===== src/rtl/seg_addr_gen.sv =====
`timescale 1ns/1ps
module seg_addr_gen #(
  parameter int SEGW = 16,
  parameter int GPRW = 32,
  parameter int OFFW = 16,
  parameter int NSEG = 6,
  parameter int NGPR = 8
) (
  input  logic                 clk,
  input  logic                 rst_n,
  input  logic                 req_valid,
  output logic                 req_ready,
  input  logic [2:0]           req_mode,
  input  logic [OFFW-1:0]      req_disp,
  input  logic [2:0]           req_base,
  input  logic [2:0]           req_idx,
  input  logic [1:0]           req_scale,
  input  logic                 req_ovr_en,
  input  logic [2:0]           req_ovr_seg,
  input  logic [OFFW-1:0]      req_ip,
  input  logic [NSEG*SEGW-1:0] seg_regs,
  input  logic [NGPR*GPRW-1:0] gpr_regs,
  output logic                 rsp_valid,
  input  logic                 rsp_ready,
  output logic                 rsp_err,
  output logic [OFFW-1:0]      rsp_ea,
  output logic [2:0]           rsp_seg,
  output logic [SEGW+3:0]      rsp_lin
);
  localparam int LINW = SEGW + 4;
  localparam logic [2:0] S_CS = 3'd1, S_SS = 3'd2, S_DS = 3'd3;
  localparam logic [2:0] G_SP = 3'd4, G_BX = 3'd3, G_BP = 3'd5, G_SI = 3'd6, G_DI = 3'd7;

  logic [OFFW-1:0] base_v, idx_v, scaled_v, ea;
  logic [2:0]      seg_sel, seg_ix;
  logic            stk, legal, pair_ok;
  logic [SEGW-1:0] seg_v;

  assign base_v   = gpr_regs[req_base*GPRW +: OFFW];
  assign idx_v    = gpr_regs[req_idx*GPRW +: OFFW];
  assign scaled_v = idx_v << req_scale;
  assign pair_ok  = (req_base == G_BX || req_base == G_BP) && (req_idx == G_SI || req_idx == G_DI);

  always_comb begin
    ea    = '0;
    stk   = 1'b0;
    legal = 1'b1;
    case (req_mode)
      3'd0: ea = req_disp;
      3'd1: begin ea = base_v;            stk = (req_base == G_SP || req_base == G_BP); end
      3'd2: begin ea = base_v + idx_v;    stk = (req_base == G_BP); legal = pair_ok; end
      3'd3: begin ea = base_v + req_disp; stk = (req_base == G_SP || req_base == G_BP); end
      3'd4: begin ea = base_v + idx_v + req_disp; stk = (req_base == G_BP); legal = pair_ok; end
      3'd5: begin
        ea  = base_v + scaled_v;
        stk = (req_base == G_SP || req_base == G_BP || req_idx == G_SP || req_idx == G_BP);
      end
      3'd6: ea = req_ip;
      default: legal = 1'b0;
    endcase
    if (req_mode == 3'd6)
      seg_sel = S_CS;
    else if (req_ovr_en) begin
      seg_sel = req_ovr_seg;
      if (int'(req_ovr_seg) >= NSEG) legal = 1'b0;
    end else
      seg_sel = stk ? S_SS : S_DS;
  end

  assign seg_ix    = (int'(seg_sel) < NSEG) ? seg_sel : 3'd0;
  assign seg_v     = seg_regs[seg_ix*SEGW +: SEGW];
  assign req_ready = !rsp_valid || rsp_ready;

  wire fire = req_valid && req_ready;

  always_ff @(posedge clk or negedge rst_n) begin
    if (!rst_n) begin
      rsp_valid <= 1'b0;
      rsp_err   <= 1'b0;
      rsp_ea    <= '0;
      rsp_seg   <= '0;
      rsp_lin   <= '0;
    end else begin
      rsp_err <= fire && !legal;
      if (fire) begin
        rsp_valid <= legal;
        if (legal) begin
          rsp_ea  <= ea;
          rsp_seg <= seg_sel;
          rsp_lin <= {seg_v, 4'h0} + LINW'(ea);
        end
      end else if (rsp_ready)
        rsp_valid <= 1'b0;
    end
  end
endmodule


===== config.mk =====
export PLATFORM = sky130hd
export DESIGN_NAME = seg_addr_gen
export DESIGN_NICKNAME = d
export VERILOG_FILES = /design/src/rtl/seg_addr_gen.sv
export SDC_FILE = /design/constraint.sdc
export NUM_CORES = 1
export LEC_CHECK = 0
export ABC_CLOCK_PERIOD_IN_PS = 1900
export BUFFER_PORTS_ARGS = -buffer_cell sky130_fd_sc_hd__buf_2
export CAP_MARGIN = 20
export CORE_AREA = 2 2 175 177
export CTS_CLUSTER_SIZE = 10
export DETAILED_ROUTE_END_ITERATION = 10
export DIE_AREA = 0 0 177 179
export MAX_ROUTING_LAYER = met4
export PLACE_DENSITY = 0.62
export SLEW_MARGIN = 5
export SYNTH_ARGS = -nofsm -noshare
export SYNTH_HDL_FRONTEND = slang
export SYNTH_SLANG_ARGS = --single-unit

===== constraint.sdc =====
create_clock -name clk -period 1.9 [get_ports clk]
set_input_delay 0.095 -clock clk [delete_from_list [all_inputs] [get_ports clk]]
set_output_delay 0.095 -clock clk [all_outputs]
set_load 0.005 [all_outputs]

==> key figures <==
Power and ir drop
  • Power density cells: 852 nW/µm²
  • Pleak: 0.00664 µW
  • Worst vdd ir: 447 µV

Timing
  • Min Hold Slack: 0.0654 ns
  • RSZ-0062 raised after global routing: yes
  • Final WS setup: -3.66 ns
  • Setup-failing EPs final: 36
  • Fin Clk Skew: 0.00177 ns
  • Highest clock rate: 180 MHz
  • Worst-margin pin slew: 0.660 ns
  • Final Hold Violating Endpoints: 0
  • Final Cycle Share: 293%
  • Final Max Tran Viols: 0
  • Rel. slew slack: 55.6%
  • Fin crit period: 5.56 ns

Final layout
  • Layout cells sized above 1: 58.6%
  • Final std cells w/o fill: 1933
  • FILL cells: 2902
  • Post-route cell area: 14200 µm²
  • Layout area overhead: 70.2%
  • # nets final: 1997

Critical path
  • Worst r2r path cells: 4
  • Reg-to-reg slack, setup: 0.50 ns
  • Max incr delay on CP: 0.49 ns
  • WP data required: 2.07 ns
  • Slowest CP cell: mux4_2
  • R2R Path Start: rsp_valid$_DFFE_PN0P_
  • Critical path peak fanout: 5
  • Cell mode on critical path: o21a_1
  • Endpoint class of the critical path: flop
  • Critical Path AT: 5.73 ns
  • CP Class: in -> reg
  • Reg2reg end: rsp_ea[5]$_DFFE_PN0P_
  • Startpoint Class: primary input

Floorplan
  • I/O Pins: 445
  • Die height: 179 µm
  • Initial core utilization: 27.7%
  • Die area: 31700 µm²
  • Die W: 177 µm
  • Site Rows: 64
  • Core area: 30000 µm²

GRT
  • Antenna violations before repair: 4
  • Vias in the first global route: 9851
  • Largest net degree at the start of global routing: 20
  • GRT Residual Overflow: 0
  • GRT Resource Usage Total: 22.0%
  • First-pass GRT wire length: 53000 µm

Outcome
  • Failing checks: negative setup slack
  • Status: finished, violations left

Flow run
  • Max-cap violations: 0

Clock tree
  • CTS root buf: clkbuf_16
  • H-Tree Level Count: 2
  • Clk sinks: 37
  • Clock transition at the registers of the reported paths: 0.06 ns
  • CTS tree: built
  • CTS Buffer Depth: 2
  • TritonCTS buffer count: 5
  • Clk Latency, worst-skew pair: 0.28 ns

Logic synthesis
  • Yosys warns: 0
  • Sequential element share of the synthesized area: 11.1%
  • Mapped cell area: 8320 µm²
  • Post-synthesis net count: 1414
  • Leading area contributor after synthesis: mux4_2
  • Seq cells post-synth: 37
  • Synth Flop Type: dfrtp_1
  • Post-synth EDFFs: 0
  • Mapped Avg Cell Area: 8.77 µm²
  • Post-synthesis async set-or-reset flop share: 100%
  • Yosys cell types: 86
  • Mapped Cells: 949
  • Synth top area cells: mux4_2 14%, dfrtp_1 11%, ha_1 8.7%
  • Synth top area share: 14.1%

Detailed routing
  • DRT antenna net count: 0
  • Vias per inst: 5.16
  • Drc violations: 0
  • Wirelength, routed: 35700 µm
  • First DRT Iteration DRCs: 418
  • Avg WL per Cell: 18.5 µm
  • Drt pass-1 iters: 4
  • Routed vias: 9975

Hold path
  • Hold_sp: req_valid
  • Hold Path End: rsp_err$_DFF_PN0_
  • Hold crit path type: in -> reg
  • Worst Hold Depth: 3

Place
  • Placer Congestion: 0.931
  • # placed instances: 1872
  • Port-buffer cells: 316
  • Placed cell area: 12300 µm²
  • Hpwl dp: 29500 µm
-- flip-flops by register name (all words and copies together) (netlist names) --
signal	count
rsp_err	1
rsp_ea	16
rsp_valid	1
rsp_lin	16
rsp_seg	3
-- cells in the mapped netlist (5+ instances only) --
cell,number
a211oi_1,13
a21o_1,13
a21oi_1,36
a221o_1,14
a221oi_1,5
a22oi_1,5
a31oi_1,14
and3_1,5
buf_1,7
buf_2,12
buf_4,10
buf_6,9
clkbuf_1,20
dfrtp_1,37
ha_1,58
inv_1,23
mux2_2,35
mux2i_1,47
mux4_1,16
mux4_2,52
nand2_1,110
nand2b_1,10
nand3_1,13
nand3b_1,6
nor2_1,86
nor2b_1,9
nor3_1,35
o211ai_1,5
o21a_1,16
o21ai_0,76
o21ai_1,5
o21bai_1,7
o31ai_1,7
or2_2,7
or3_1,6
xnor2_1,26
xor2_1,19
-- critical path: cells and delay by family --
family / cells / cell delay [ns]
compound gates: 13 / 2.35
fa+ha+maj: 4 / 1.12
mux: 2 / 0.79
buf+inv: 4 / 0.54
xor+xnor: 3 / 0.46
simple gates: 4 / 0.37
-- kinds of logic after synthesis --
| kind of cell | share of synthesized area (%) |
|---|---|
| AOI/OAI and AO/OA | 21.1 |
| xor gates and xnor gates | 5.13 |
| adders and majority gates | 9.68 |
| buffers and inverters | 5.86 |
| DFF | 11.1 |
| muxes | 30.1 |
| and+or+nand+nor | 16.9 |
-- through the flow --
stage / power, µW / setup slack (ns) / util [%] / setup TNS (ns)
2_1_floorplan: 5570 / -4.02 / - / -81.72
3_3_place_gp: 8710 / -4.06 / 41.1 / -90.17
3_5_place_dp: 8800 / -4.19 / 41.1 / -93.08
4_1_cts: 11300 / -3.54 / 45.5 / -74.33
5_1_grt: 12900 / -3.92 / 47.2 / -82.72
6_report: 12100 / -3.66 / 47.2 / -76.17
-- worst max-delay path by stage --
stage | startpoint | end | slack (ns) | depth (start not counted)
6_report | req_base[0] | rsp_lin[15]$_DFFE_PN0P_ | -3.66 | 30
5_1_grt | req_idx[0] | rsp_lin[15]$_DFFE_PN0P_ | -3.92 | 31
4_1_cts | req_base[0] | rsp_lin[19]$_DFFE_PN0P_ | -3.54 | 29
3_5_place_dp | req_idx[0] | rsp_lin[19]$_DFFE_PN0P_ | -4.19 | 27
3_3_place_gp | req_base[0] | rsp_lin[19]$_DFFE_PN0P_ | -4.06 | 28
2_1_floorplan | req_base[0] | rsp_lin[19]$_DFFE_PN0P_ | -4.02 | 31
-- power by group --
| part | leakage [µW] | internal [µW] | switching (µW) |
|---|---|---|---|
| Clock | 0.0000831 | 655 | 330 |
| Combinational | 0.00610 | 5280 | 4530 |
| Sequential | 0.000456 | 1090 | 187 |
| Total | 0.00664 | 7030 | 5050 |
-- area by class of cell --
type,instances,area (µm²),area share [%]
multi-input cells,827,8020,56.6
repair buffers,637,4440,31.4
flip-flops and latches,37,926,6.54
well taps,396,495,3.50
clock buffers,6,139,0.980
inverters,24,92.6,0.654
clock inverters,2,37.5,0.265
diodes,4,10.0,0.0707
-- placed cells by master (no fill, tap or decap), types with 7 or more instances in the layout --
cell	instances
o21ai_1	24
a221o_1	13
nand2b_1	10
a21oi_2	12
xnor2_2	12
mux4_1	16
a211oi_1	7
mux2_4	11
a21oi_4	7
a31oi_1	11
ha_1	33
mux2i_1	44
o21ai_2	12
a21oi_1	19
mux4_2	52
buf_6	30
xnor2_1	14
nor2_1	77
mux2_2	26
nand2_1	106
nor2b_1	9
buf_2	310
buf_4	273
buf_12	13
nor3_2	9
a21o_1	13
ha_4	23
o21bai_1	7
xor2_1	17
o21ai_0	46
o21a_1	15
nor3_1	24
dfrtp_1	37
or2_2	7
inv_1	21
-- timing repair --
action | CTS | global route
buffers inserted | 31 | 20
endpoints found under the hold margin | 37 | 0
gates cloned | 6 | 0
hold buffers | 1 | 0
gates resized for setup | 154 | 72
setup endpoints to repair | 37 | 36
pin swaps | 99 | 47
-- routing by layer --
metal / wire length [µm] / global-route usage, % / vias to the layer above
li1: - / - / 4824
met1: 15700 / 28.0 / 4777
met2: 17500 / 37.5 / 335
met3: 1560 / 1.53 / 39
met4: 905 / 6.34 / 0
met5: 0 / - / -
Note: power is estimated with default switching activity, not from simulation.
